===== src/rtl/dfl_pkg.sv =====
package dfl_pkg;

    typedef enum logic [2:0] {
        ST_IDLE,
        ST_LOW,
        ST_HIGH,
        ST_GAP,
        ST_STROBE
    } dfl_state_e;

    typedef struct packed {
        dfl_state_e state;
        logic       flush;
        logic       done;
    } dfl_ctl_t;

    function automatic int unsigned cdiv(input int unsigned num, input int unsigned den);
        return (num + den - 1) / den;
    endfunction

    function automatic int unsigned umax(input int unsigned a, input int unsigned b);
        return (a > b) ? a : b;
    endfunction

endpackage


===== src/rtl/dfl_phase_timer.sv =====
module dfl_phase_timer #(
    parameter int unsigned W       = 5,
    parameter int unsigned RST_VAL = 0
) (
    input  logic         clk,
    input  logic         rst_n,
    input  logic         load_i,
    input  logic [W-1:0] load_val_i,
    output logic         expired_o
);
    logic [W-1:0] cnt_d, cnt_q;

    always_comb begin
        cnt_d = cnt_q;
        if (load_i) begin
            cnt_d = load_val_i;
        end else if (cnt_q != '0) begin
            cnt_d = cnt_q - 1'b1;
        end
    end

    always_ff @(posedge clk or negedge rst_n) begin
        if (!rst_n) cnt_q <= W'(RST_VAL);
        else        cnt_q <= cnt_d;
    end

    assign expired_o = (cnt_q == '0);

    // once expired, the phase timer stays expired until reloaded
    p_expire_hold_r3: assert property (@(posedge clk) disable iff (!rst_n)
        (expired_o && !load_i) |=> expired_o);

endmodule


===== src/rtl/dfl_bit_shifter.sv =====
module dfl_bit_shifter #(
    parameter int unsigned NBITS = 40
) (
    input  logic             clk,
    input  logic             rst_n,
    input  logic             load_i,
    input  logic [NBITS-1:0] frame_i,
    input  logic             dir_i,
    input  logic             step_i,
    output logic             bit_o,
    output logic             dir_o,
    output logic             last_o
);
    localparam int unsigned CW = $clog2(NBITS + 1);

    typedef struct packed {
        logic [NBITS-1:0] data;
        logic [CW-1:0]    left;
        logic             dir;
    } sh_t;

    sh_t sh_d, sh_q;

    always_comb begin
        sh_d = sh_q;
        if (load_i) begin
            sh_d.data = frame_i;
            sh_d.left = CW'(NBITS);
            sh_d.dir  = dir_i;
        end else if (step_i) begin
            sh_d.data = sh_q.dir ? {sh_q.data[NBITS-2:0], 1'b0}
                                 : {1'b0, sh_q.data[NBITS-1:1]};
            sh_d.left = sh_q.left - 1'b1;
        end
    end

    always_ff @(posedge clk or negedge rst_n) begin
        if (!rst_n) begin
            sh_q.data <= '0;
            sh_q.left <= CW'(NBITS);
            sh_q.dir  <= 1'b1;
        end else begin
            sh_q <= sh_d;
        end
    end

    // far-end bit leaves first: top bit when shifting upward, bottom bit otherwise
    assign bit_o  = sh_q.dir ? sh_q.data[NBITS-1] : sh_q.data[0];
    assign dir_o  = sh_q.dir;
    assign last_o = (sh_q.left == CW'(1));

    // the sequencer never advances past the final bit of a frame
    p_no_step_past_last_r5: assert property (@(posedge clk) disable iff (!rst_n)
        step_i |-> !last_o);

    // remaining-bit count stays within 1..NBITS
    p_left_range_r5: assert property (@(posedge clk) disable iff (!rst_n)
        (sh_q.left != '0) && (sh_q.left <= CW'(NBITS)));

endmodule


===== src/rtl/dfl_blank_ctl.sv =====
module dfl_blank_ctl #(
    parameter int unsigned HOLD_CYC = 200
) (
    input  logic clk,
    input  logic rst_n,
    input  logic req_i,
    output logic active_o
);
    localparam int unsigned W = $clog2(HOLD_CYC + 1);

    logic [W-1:0] hold_d, hold_q;

    always_comb begin
        hold_d = hold_q;
        if (req_i) begin
            hold_d = W'(HOLD_CYC);
        end else if (hold_q != '0) begin
            hold_d = hold_q - 1'b1;
        end
    end

    always_ff @(posedge clk or negedge rst_n) begin
        if (!rst_n) hold_q <= '0;
        else        hold_q <= hold_d;
    end

    assign active_o = (hold_q != '0);

    // a request takes effect on the following cycle
    p_blank_start_r8: assert property (@(posedge clk) disable iff (!rst_n)
        req_i |=> active_o);

endmodule


===== src/rtl/dfl_frame_loader.sv =====
module dfl_frame_loader
    import dfl_pkg::*;
#(
    parameter int unsigned NBITS       = 40,
    parameter int unsigned CLK_NS      = 10,
    parameter int unsigned SETUP_NS    = 50,
    parameter int unsigned HOLD_NS     = 50,
    parameter int unsigned SCLK_HI_NS  = 75,
    parameter int unsigned SCLK_LO_NS  = 75,
    parameter int unsigned SCLK_PER_NS = 250,
    parameter int unsigned GAP_NS      = 50,
    parameter int unsigned STB_NS      = 80,
    parameter int unsigned BLANK_NS    = 2000
) (
    input  logic             clk,
    input  logic             rst_n,
    input  logic             start_i,
    input  logic [NBITS-1:0] frame_i,
    input  logic             dir_i,
    input  logic             blank_i,
    output logic             sdata_o,
    output logic             sclk_o,
    output logic             sdir_o,
    output logic             stb_o,
    output logic             clear_o,
    output logic             busy_o,
    output logic             done_o
);
    localparam int unsigned LO_CYC    = umax(1, umax(cdiv(SCLK_LO_NS, CLK_NS), cdiv(SETUP_NS, CLK_NS)));
    localparam int unsigned PER_CYC   = cdiv(SCLK_PER_NS, CLK_NS);
    localparam int unsigned HI_MIN    = umax(1, umax(cdiv(SCLK_HI_NS, CLK_NS), cdiv(HOLD_NS, CLK_NS)));
    localparam int unsigned HI_CYC    = umax(HI_MIN, (PER_CYC > LO_CYC) ? (PER_CYC - LO_CYC) : 0);
    localparam int unsigned GAP_CYC   = umax(1, cdiv(GAP_NS, CLK_NS));
    localparam int unsigned STB_CYC   = umax(1, cdiv(STB_NS, CLK_NS));
    localparam int unsigned BLANK_CYC = umax(1, cdiv(BLANK_NS, CLK_NS));
    localparam int unsigned TMAX      = umax(umax(LO_CYC, HI_CYC), umax(GAP_CYC, STB_CYC));
    localparam int unsigned TW        = (TMAX > 1) ? $clog2(TMAX) : 1;

    dfl_ctl_t        ctl_d, ctl_q;
    logic            tmr_load;
    logic [TW-1:0]   tmr_val;
    logic            tmr_done;
    logic            sh_load, sh_step, sh_last, sh_bit, sh_dir;
    logic            blank_act;

    dfl_phase_timer #(.W(TW), .RST_VAL(LO_CYC - 1)) u_timer (
        .clk        (clk),
        .rst_n      (rst_n),
        .load_i     (tmr_load),
        .load_val_i (tmr_val),
        .expired_o  (tmr_done)
    );

    dfl_bit_shifter #(.NBITS(NBITS)) u_shifter (
        .clk     (clk),
        .rst_n   (rst_n),
        .load_i  (sh_load),
        .frame_i (frame_i),
        .dir_i   (dir_i),
        .step_i  (sh_step),
        .bit_o   (sh_bit),
        .dir_o   (sh_dir),
        .last_o  (sh_last)
    );

    dfl_blank_ctl #(.HOLD_CYC(BLANK_CYC)) u_blank (
        .clk      (clk),
        .rst_n    (rst_n),
        .req_i    (blank_i),
        .active_o (blank_act)
    );

    always_comb begin
        ctl_d      = ctl_q;
        ctl_d.done = 1'b0;
        tmr_load   = 1'b0;
        tmr_val    = '0;
        sh_load    = 1'b0;
        sh_step    = 1'b0;
        unique case (ctl_q.state)
            ST_IDLE: begin
                if (start_i) begin
                    sh_load     = 1'b1;
                    tmr_load    = 1'b1;
                    tmr_val     = TW'(LO_CYC - 1);
                    ctl_d.state = ST_LOW;
                end
            end
            ST_LOW: begin
                if (tmr_done) begin
                    tmr_load    = 1'b1;
                    tmr_val     = TW'(HI_CYC - 1);
                    ctl_d.state = ST_HIGH;
                end
            end
            ST_HIGH: begin
                if (tmr_done) begin
                    tmr_load = 1'b1;
                    if (sh_last) begin
                        tmr_val     = TW'(GAP_CYC - 1);
                        ctl_d.state = ST_GAP;
                    end else begin
                        sh_step     = 1'b1;
                        tmr_val     = TW'(LO_CYC - 1);
                        ctl_d.state = ST_LOW;
                    end
                end
            end
            ST_GAP: begin
                if (tmr_done) begin
                    tmr_load    = 1'b1;
                    tmr_val     = TW'(STB_CYC - 1);
                    ctl_d.state = ST_STROBE;
                end
            end
            ST_STROBE: begin
                if (tmr_done) begin
                    ctl_d.state = ST_IDLE;
                    ctl_d.flush = 1'b0;
                    ctl_d.done  = !ctl_q.flush;
                end
            end
            default: ctl_d.state = ST_IDLE;
        endcase
    end

    always_ff @(posedge clk or negedge rst_n) begin
        if (!rst_n) begin
            ctl_q.state <= ST_LOW;
            ctl_q.flush <= 1'b1;
            ctl_q.done  <= 1'b0;
        end else begin
            ctl_q <= ctl_d;
        end
    end

    assign sdata_o = sh_bit;
    assign sdir_o  = sh_dir;
    assign sclk_o  = (ctl_q.state == ST_HIGH);
    assign stb_o   = (ctl_q.state == ST_STROBE);
    assign busy_o  = (ctl_q.state != ST_IDLE);
    assign done_o  = ctl_q.done;
    assign clear_o = !(ctl_q.flush || blank_act);

    // the display stays blanked for the whole post-reset flush
    p_flush_blanked_r1: assert property (@(posedge clk) disable iff (!rst_n)
        ctl_q.flush |-> !clear_o);

    // serial data does not move while the shift clock is high
    p_data_stable_high_r2: assert property (@(posedge clk) disable iff (!rst_n)
        (sclk_o && $past(sclk_o)) |-> $stable(sdata_o));

    // strobe and shift clock are never high together
    p_strobe_clk_excl_r4: assert property (@(posedge clk) disable iff (!rst_n)
        stb_o |-> !sclk_o);

    // direction is frozen for the length of a transfer
    p_dir_frozen_r5: assert property (@(posedge clk) disable iff (!rst_n)
        (busy_o && $past(busy_o)) |-> $stable(sdir_o));

    // done appears only in the first idle cycle after a transfer
    p_done_edge_r6: assert property (@(posedge clk) disable iff (!rst_n)
        done_o |-> (!busy_o && $past(busy_o)));

    // a completed strobe always returns the block to idle
    p_strobe_end_idle_r6: assert property (@(posedge clk) disable iff (!rst_n)
        $fell(stb_o) |-> !busy_o);

endmodule


===== config.mk =====
export PLATFORM = sky130hd
export DESIGN_NAME = dfl_frame_loader
export DESIGN_NICKNAME = d
export VERILOG_FILES = /design/src/rtl/dfl_pkg.sv /design/src/rtl/dfl_phase_timer.sv /design/src/rtl/dfl_bit_shifter.sv /design/src/rtl/dfl_blank_ctl.sv /design/src/rtl/dfl_frame_loader.sv
export SDC_FILE = /design/constraint.sdc
export NUM_CORES = 1
export LEC_CHECK = 0
export BUFFER_PORTS_ARGS = -buffer_cell sky130_fd_sc_hd__buf_2
export CAP_MARGIN = 20
export CORE_ASPECT_RATIO = 1.75
export CORE_MARGIN = 2
export CORE_UTILIZATION = 25
export CTS_CLUSTER_DIAMETER = 150
export DETAILED_ROUTE_END_ITERATION = 16
export MAX_ROUTING_LAYER = met4
export SYNTH_ARGS = -nofsm -noshare
export SYNTH_HDL_FRONTEND = slang
export SYNTH_SLANG_ARGS = --single-unit

===== constraint.sdc =====
create_clock -name clk -period 1.8 [get_ports clk]
set_clock_uncertainty 0.2 [all_clocks]
set_input_delay 0.27 -clock clk [delete_from_list [all_inputs] [get_ports clk]]
set_output_delay 0.27 -clock clk [all_outputs]
set_load 0.005 [all_outputs]

## Word-level counts from Yosys, hierarchy flattened

Index checks and enable logic that the tools add are counted.

| storage, ports and cells | value |
|---|---|
| flip-flop bits (word level) | 65 |
| latch bits | 0 |
| RAM bits | 0 |
| memory bits (read-only) | 0 |
| input port bits | 45 |
| output and inout port bits | 7 |
| memories | 0 |

| operators by class | value |
|---|---|
| $add $sub $neg | 3 |
| $mul | 0 |
| divide/modulo/power cells | 0 |
| magnitude comparators | 0 |
| equal/unequal tests | 10 |
| shift operators | 0 |
| multiplexer cells | 29 |
| bitwise operators | 0 |
| reductions and logical operators | 14 |

Operator list:

| cell | number |
|---|---|
| two-way mux 46 bit | 2 |
| two-way mux 40 bit | 1 |
| two-way mux 3 bit | 7 |
| two-way mux 5 bit | 4 |
| one-hot mux 5 bit (4 select lines) | 1 |
| two-way mux 8 bit | 2 |
| one-hot mux 3 bit (5 select lines) | 1 |
| two-way mux 1 bit | 8 |
| nonzero test 8 bit | 1 |
| subtractor 8 x 1 -> 8 bit, second input constant | 1 |
| == test 3 x 2 -> 1 bit, second input constant | 2 |
| == test 6 x 1 -> 1 bit, second input constant | 1 |
| inequality test 2 bit, second input constant | 3 |
| nonzero test 2 bit | 3 |
| subtractor 6 x 1 -> 6 bit, second input constant | 1 |
| zero test 5 bit | 1 |
| AND reduction 5 bit | 1 |
| nonzero test 5 bit | 1 |
| subtractor 5 x 1 -> 5 bit, second input constant | 1 |
| two-way mux 2 bit | 2 |
| inequality test 2 x 1 -> 1 bit, second input constant | 2 |
| == test 3 x 1 -> 1 bit, second input constant | 1 |
| == test 3 bit, second input constant | 1 |
| zero test 3 bit | 1 |
| 6 further kinds | 7 |

## Depth between registers and ports, before layout

| depth | value |
|---|---|
| depth in word-level cells | 6 |
| mapped depth | 8 |
| mapped depth without buffers | 6 |

## Hierarchy

A second synthesis with hierarchy kept.

| second synthesis, totals | value |
|---|---|
| cells, all modules | 370 |
| area total of the unflattened synthesis | 3,697.3 um^2 |

Modules (own cells, without submodules):

| module | times used | cells each | area each (um^2) |
|---|---|---|---|
| dfl_bit_shifter | 1 | 256 | 2,616.3 |
| dfl_blank_ctl | 1 | 48 | 473.0 |
| dfl_frame_loader | 1 | 39 | 325.3 |
| dfl_phase_timer | 1 | 27 | 282.8 |

## Worst setup path before layout

OpenSTA, ideal clock, no wires.

| path | value |
|---|---|
| kind | reg-to-reg |
| start | reg u_blank.hold_q[0] |
| end | reg u_blank.hold_q[6] |
| library setup time | 131 ps |
| data arrival time | 1,639 ps |
| data required time | 1,469 ps |
| slack | -170 ps |
| stages on the path, launching flop included | 6 |
| buffers on the path | 0 |
| clock period less this slack | 1,970 ps |
| cell sequence | dfrtp_1 > inv_1 > ha_1 > or3b_2 > o31a_1 > or3_1 |

| on the way | value |
|---|---|
| cells in the longest elaborated chain, start to end | 3 |
| elaborated cells between the ends (all ways) | 5 |
| classes of those cells | 1 x add/sub; 2 x mux; 2 x reduce/logical |

RTL lines:

| item | line | source |
|---|---|---|
| start: declaration | dfl_blank_ctl.sv:11 | `logic [W-1:0] hold_d, hold_q;` |
| start signal: assignment | dfl_blank_ctl.sv:24 | `else hold_q <= hold_d;` |
| subtractor 8 x 1 -> 8 bit | dfl_blank_ctl.sv:18 | `hold_d = hold_q - 1'b1;` |
| two-way mux 8 bit | dfl_blank_ctl.sv:17 | `end else if (hold_q != '0) begin` |
| two-way mux 8 bit | dfl_blank_ctl.sv:15 | `if (req_i) begin` |

Several ways; a longest one is shown, not always the timed one. The select of a mux whose other input is x is not followed.
A chain may end at the register's enable or synchronous reset.

## Worst setup path after layout

| path | value |
|---|---|
| start | reg u_shifter.sh_q[3] in the netlist's numbering |
| end | reg u_shifter.sh_q[43] in the netlist's numbering |

| on the way | value |
|---|---|
| cells in the longest elaborated chain, start to end | 5 |

RTL lines:

| item | line | source |
|---|---|---|
| start: declaration | dfl_bit_shifter.sv:22 | `sh_t sh_d, sh_q;` |
| == test 6 x 1 -> 1 bit | dfl_bit_shifter.sv:50 | `assign last_o = (sh_q.left == CW'(1));` |
| two-way mux 1 bit | dfl_frame_loader.sv:99 | `if (sh_last) begin` |
| two-way mux 1 bit | dfl_frame_loader.sv:97 | `if (tmr_done) begin` |
| two-way mux 1 bit | dfl_frame_loader.sv:80 | `unique case (ctl_q.state)` |
| nonzero test 2 bit (no line) | - |  |

No other way between the ends.

==> flow_summary_export.csv <==
group,metric,value,unit
global_routing,grt_pass1_wl,16800,µm
hold_path,min-delay-start,"blank_i",
clock_tree,cts_buffers,9,
global_routing,grt.total_usage,13.9,%
drt,ant_nets,0,
clock_tree,cts_root_buf,"clkbuf_16",
pwr,p_comb_share,44.9,%
synth,ys_seq_area_share,44.8,%
pwr,pwr-share-seq,34.5,%
sta,post-route-period-util,108,%
floorplanning,start_util,25.4,%
pwr,p_leak,2.67,nW
place,pre_cts_slack,-0.115,ns
cells_and_area,area_growth,58.3,%
sta,fmax,0.513,GHz
setup_path,path_class,"reg2reg",
sta,fin_ws,-0.147,ns
clock_tree,path_clk_slew,0.05,ns
floorplanning,core,14400,µm²
global_routing,grt_max_degree,66,
job,drv_cap,0,
setup_path,slowest_stage,"or3_4",
floorplanning,die_h,164,µm
pwr,total_power,7.51,mW
clock_tree,cts_tree,"yes",
clock_tree,clkLatencyLatePin,0.32,ns
setup_path,cp.buffers_inverters,2,
setup_path,crit_path_end_kind,"register",
setup_path,critical-path-max-stage-delay,0.43,ns
synth,syn-num-nets,458,
sta,setup_viol,49,
sta,relSlewSlack,74.6,%
floorplanning,ios,52,
place,port_buffers,51,
synth,postSynthAreaPerCell,8.96,µm²
pwr,intPower,4.69,mW
synth,ys_async_sr_fraction,100,%
synth,synth_seq_cells,65,
pwr,clock_power_share,20.5,%
drt,wire_per_inst,15.5,µm
synth,synth_edf_count,0,
clock_tree,cts_num_sinks,65,
setup_path,required,1.80,ns
place,place_congestion,0.805,
floorplanning,row_count,58,
synth,netlist_instances,408,
sta,layout_min_cycle_time,1.95,ns
clock_tree,clk_path_buf_depth,2,
run_status,violations,"setup timing",
drt,wl,11100,µm
sta,rsz0062_at_grt,"yes",
cells_and_area,drive_gt1_share,46.8,%
setup_path,path_delay_family,"simple AND/OR/NAND/NOR gates",
synth,syn-cell-area,3650,µm²
synth,synth_warnings,0,
cells_and_area,nNetsFinal,583,
run_status,status,"finished with violations",
clock_tree,htree_levels,3,
drt,drc,0,
setup_path,regToRegStartpoint,"u_shifter.sh_q[3]",
setup_path,crit_chain,"or3_4 > o211ai_4 > and2_4 > buf_12 > clkbuf_16 > o21ai_2",
cells_and_area,num_antenna_cells,0,
drt,via_per_inst,4.87,
setup_path,cp.arrival,1.95,ns
global_routing,grt_pass1_vias,3616,
drt,dr.pass1.iters,6,
drt,first_iter_violations,87,
pwr,power.density,1300,nW/µm²
sta,drv_slew,0,
pwr,ir_drop,614,µV
setup_path,cp_max_fo,5,
synth,synth_cell_type_count,41,
pwr,swShare,37.5,%
hold_path,min_path_type,"in2reg",
place,post-dp-hpwl,6510,µm
floorplanning,dieArea,15600,µm²
sta,tightest_slew,0.381,ns
floorplanning,die_w,95.4,µm
drt,vias,3499,
global_routing,overflow,0,
global_routing,grt_antenna_before_repair,0,
pwr,switchingPower,2.82,mW
cells_and_area,fill_cells,1382,
sta,hold_violations,0,
setup_path,critPathLaunch,"u_shifter.sh_q[3]",
setup_path,start_kind,"register",
synth,synthFlopType,"dfrtp_1",
[flip-flops by register name, indices dropped and copies added (netlist names)]
| name | count |
|---|---|
| u_blank.hold_q | 8 |
| ctl_q | 4 |
| u_shifter.dir_o | 1 |
| u_shifter.sh_q | 46 |
| u_timer.cnt_q | 5 |
| done_o | 1 |
[cells in the final DEF, fill, tap and decap left out, types with 5 or more instances in the layout]
cell	Yosys	final
clkbuf_16	0	13
buf_12	0	13
buf_4	0	52
o211ai_1	6	6
o21ai_2	0	32
nand3_2	0	18
buf_2	12	50
nor3_1	7	5
o21ai_0	27	6
mux2i_1	42	42
inv_2	0	6
o21ai_1	20	8
nor2_1	49	48
nand3_1	44	24
dfstp_2	8	8
dfrtp_1	57	55
buf_6	3	19
a21oi_1	46	41
nand2_1	10	10
or3_1	9	7
[path summary, 6_finish.rpt]
path	to	slack [ns]	depth (start not counted)
min in group asynchronous	u_shifter.sh_q[19]	0.29	3
setup / recovery	u_shifter.sh_q[43]	-0.15	6
max in group asynchronous	ctl_q[1]	0.75	3
hold reg to reg	done_o	0.30	1
hold / removal	u_blank.hold_q[5]	0.01	2
setup reg to reg	u_shifter.sh_q[43]	-0.15	6
[cell usage after synthesis, types with 2 or more instances]
cell      count  area share, %
o21ai_0      27            3.7
nand2_1      10            1.0
mux2i_1      42             12
nor2_1       49            5.0
inv_1        10            1.0
nor3_1        7           0.96
or4_1         3           0.62
a211oi_1      3           0.62
and2_1        3           0.51
nor3b_1       2           0.41
buf_2        12            1.6
a21oi_1      46            6.3
o21ai_1      20            2.7
dfstp_2       8            5.8
dfrtp_1      57             39
o31ai_1       2           0.41
buf_1         4           0.41
xnor2_1       3           0.72
or3_1         9            1.5
o211ai_1      6            1.2
buf_6         3           0.92
nand3_1      44            6.0
clkbuf_1     14            1.4
nand2b_1      3           0.51
ha_1          5            1.7
[power by group through the flow]
| stage | clock network [mW] | logic, mW | registers (mW) |
|---|---|---|---|
| floorplan | 0 | 1.88 | 2.41 |
| global placement | 0 | 2.46 | 2.53 |
| detailed placement | 0 | 2.53 | 2.56 |
| CTS | 1.57 | 2.95 | 2.54 |
| global route | 1.64 | 3.73 | 2.66 |
| finish | 1.54 | 3.38 | 2.59 |
[layout make-up]
class,count,area [µm²],share of cell area (%)
clock inverter,3,17.5,0.303
timing repair buffer,147,1380,23.9
sequential,65,1640,28.3
inverter,10,37.5,0.649
tap,180,225,3.89
multi-input combinational,300,2250,38.8
clock buffer,13,240,4.15
[stage by stage]
stage                     hold WS [ns]  std cells  cell area, µm²  TNS, ns  util (%)
after detailed placement         0.123        655            4480    -3.27      31.2
after CTS                       0.0100        708            5410    -4.26      37.7
after floorplan                 -0.226        408            3700    -2.66         -
after global placement           0.118        655            4480    -2.67      31.2
after global routing            0.0238        718            5790    -8.26      40.3
final                           0.0118        718            5790    -5.06      40.3
[logic make-up (layout without fill, tap and decap cells)]
kind of cell,count (synthesis),in the layout,synth area share [%]
and+or+nand+nor,140,140,19.3
xor gates and xnor gates,3,3,0.719
DFF,65,65,44.8
adders and majority gates,5,5,1.71
AOI/OAI and AO/OA,109,109,16.2
muxes,43,43,11.8
buffers and inverters,43,173,5.44
[per-layer routing]
metal  vias up  track usage [%]  share of wire, %
li1       1704                -                 -
met1      1734             14.0                38
met2        50             26.4                58
met3        11             2.61               2.7
met4         0             4.22               1.0
met5         -                -                 0
[repair_timing]
item                                    4_1_cts  5_1_grt
hold buffers                                  4        0
pin swaps                                    21       23
gates resized for setup                      76       61
buffers inserted                             27        9
endpoints found under the hold margin        60        0
cloned                                        6        4
endpoints found under the setup margin       51       60
(Power assumes the default switching activity.)
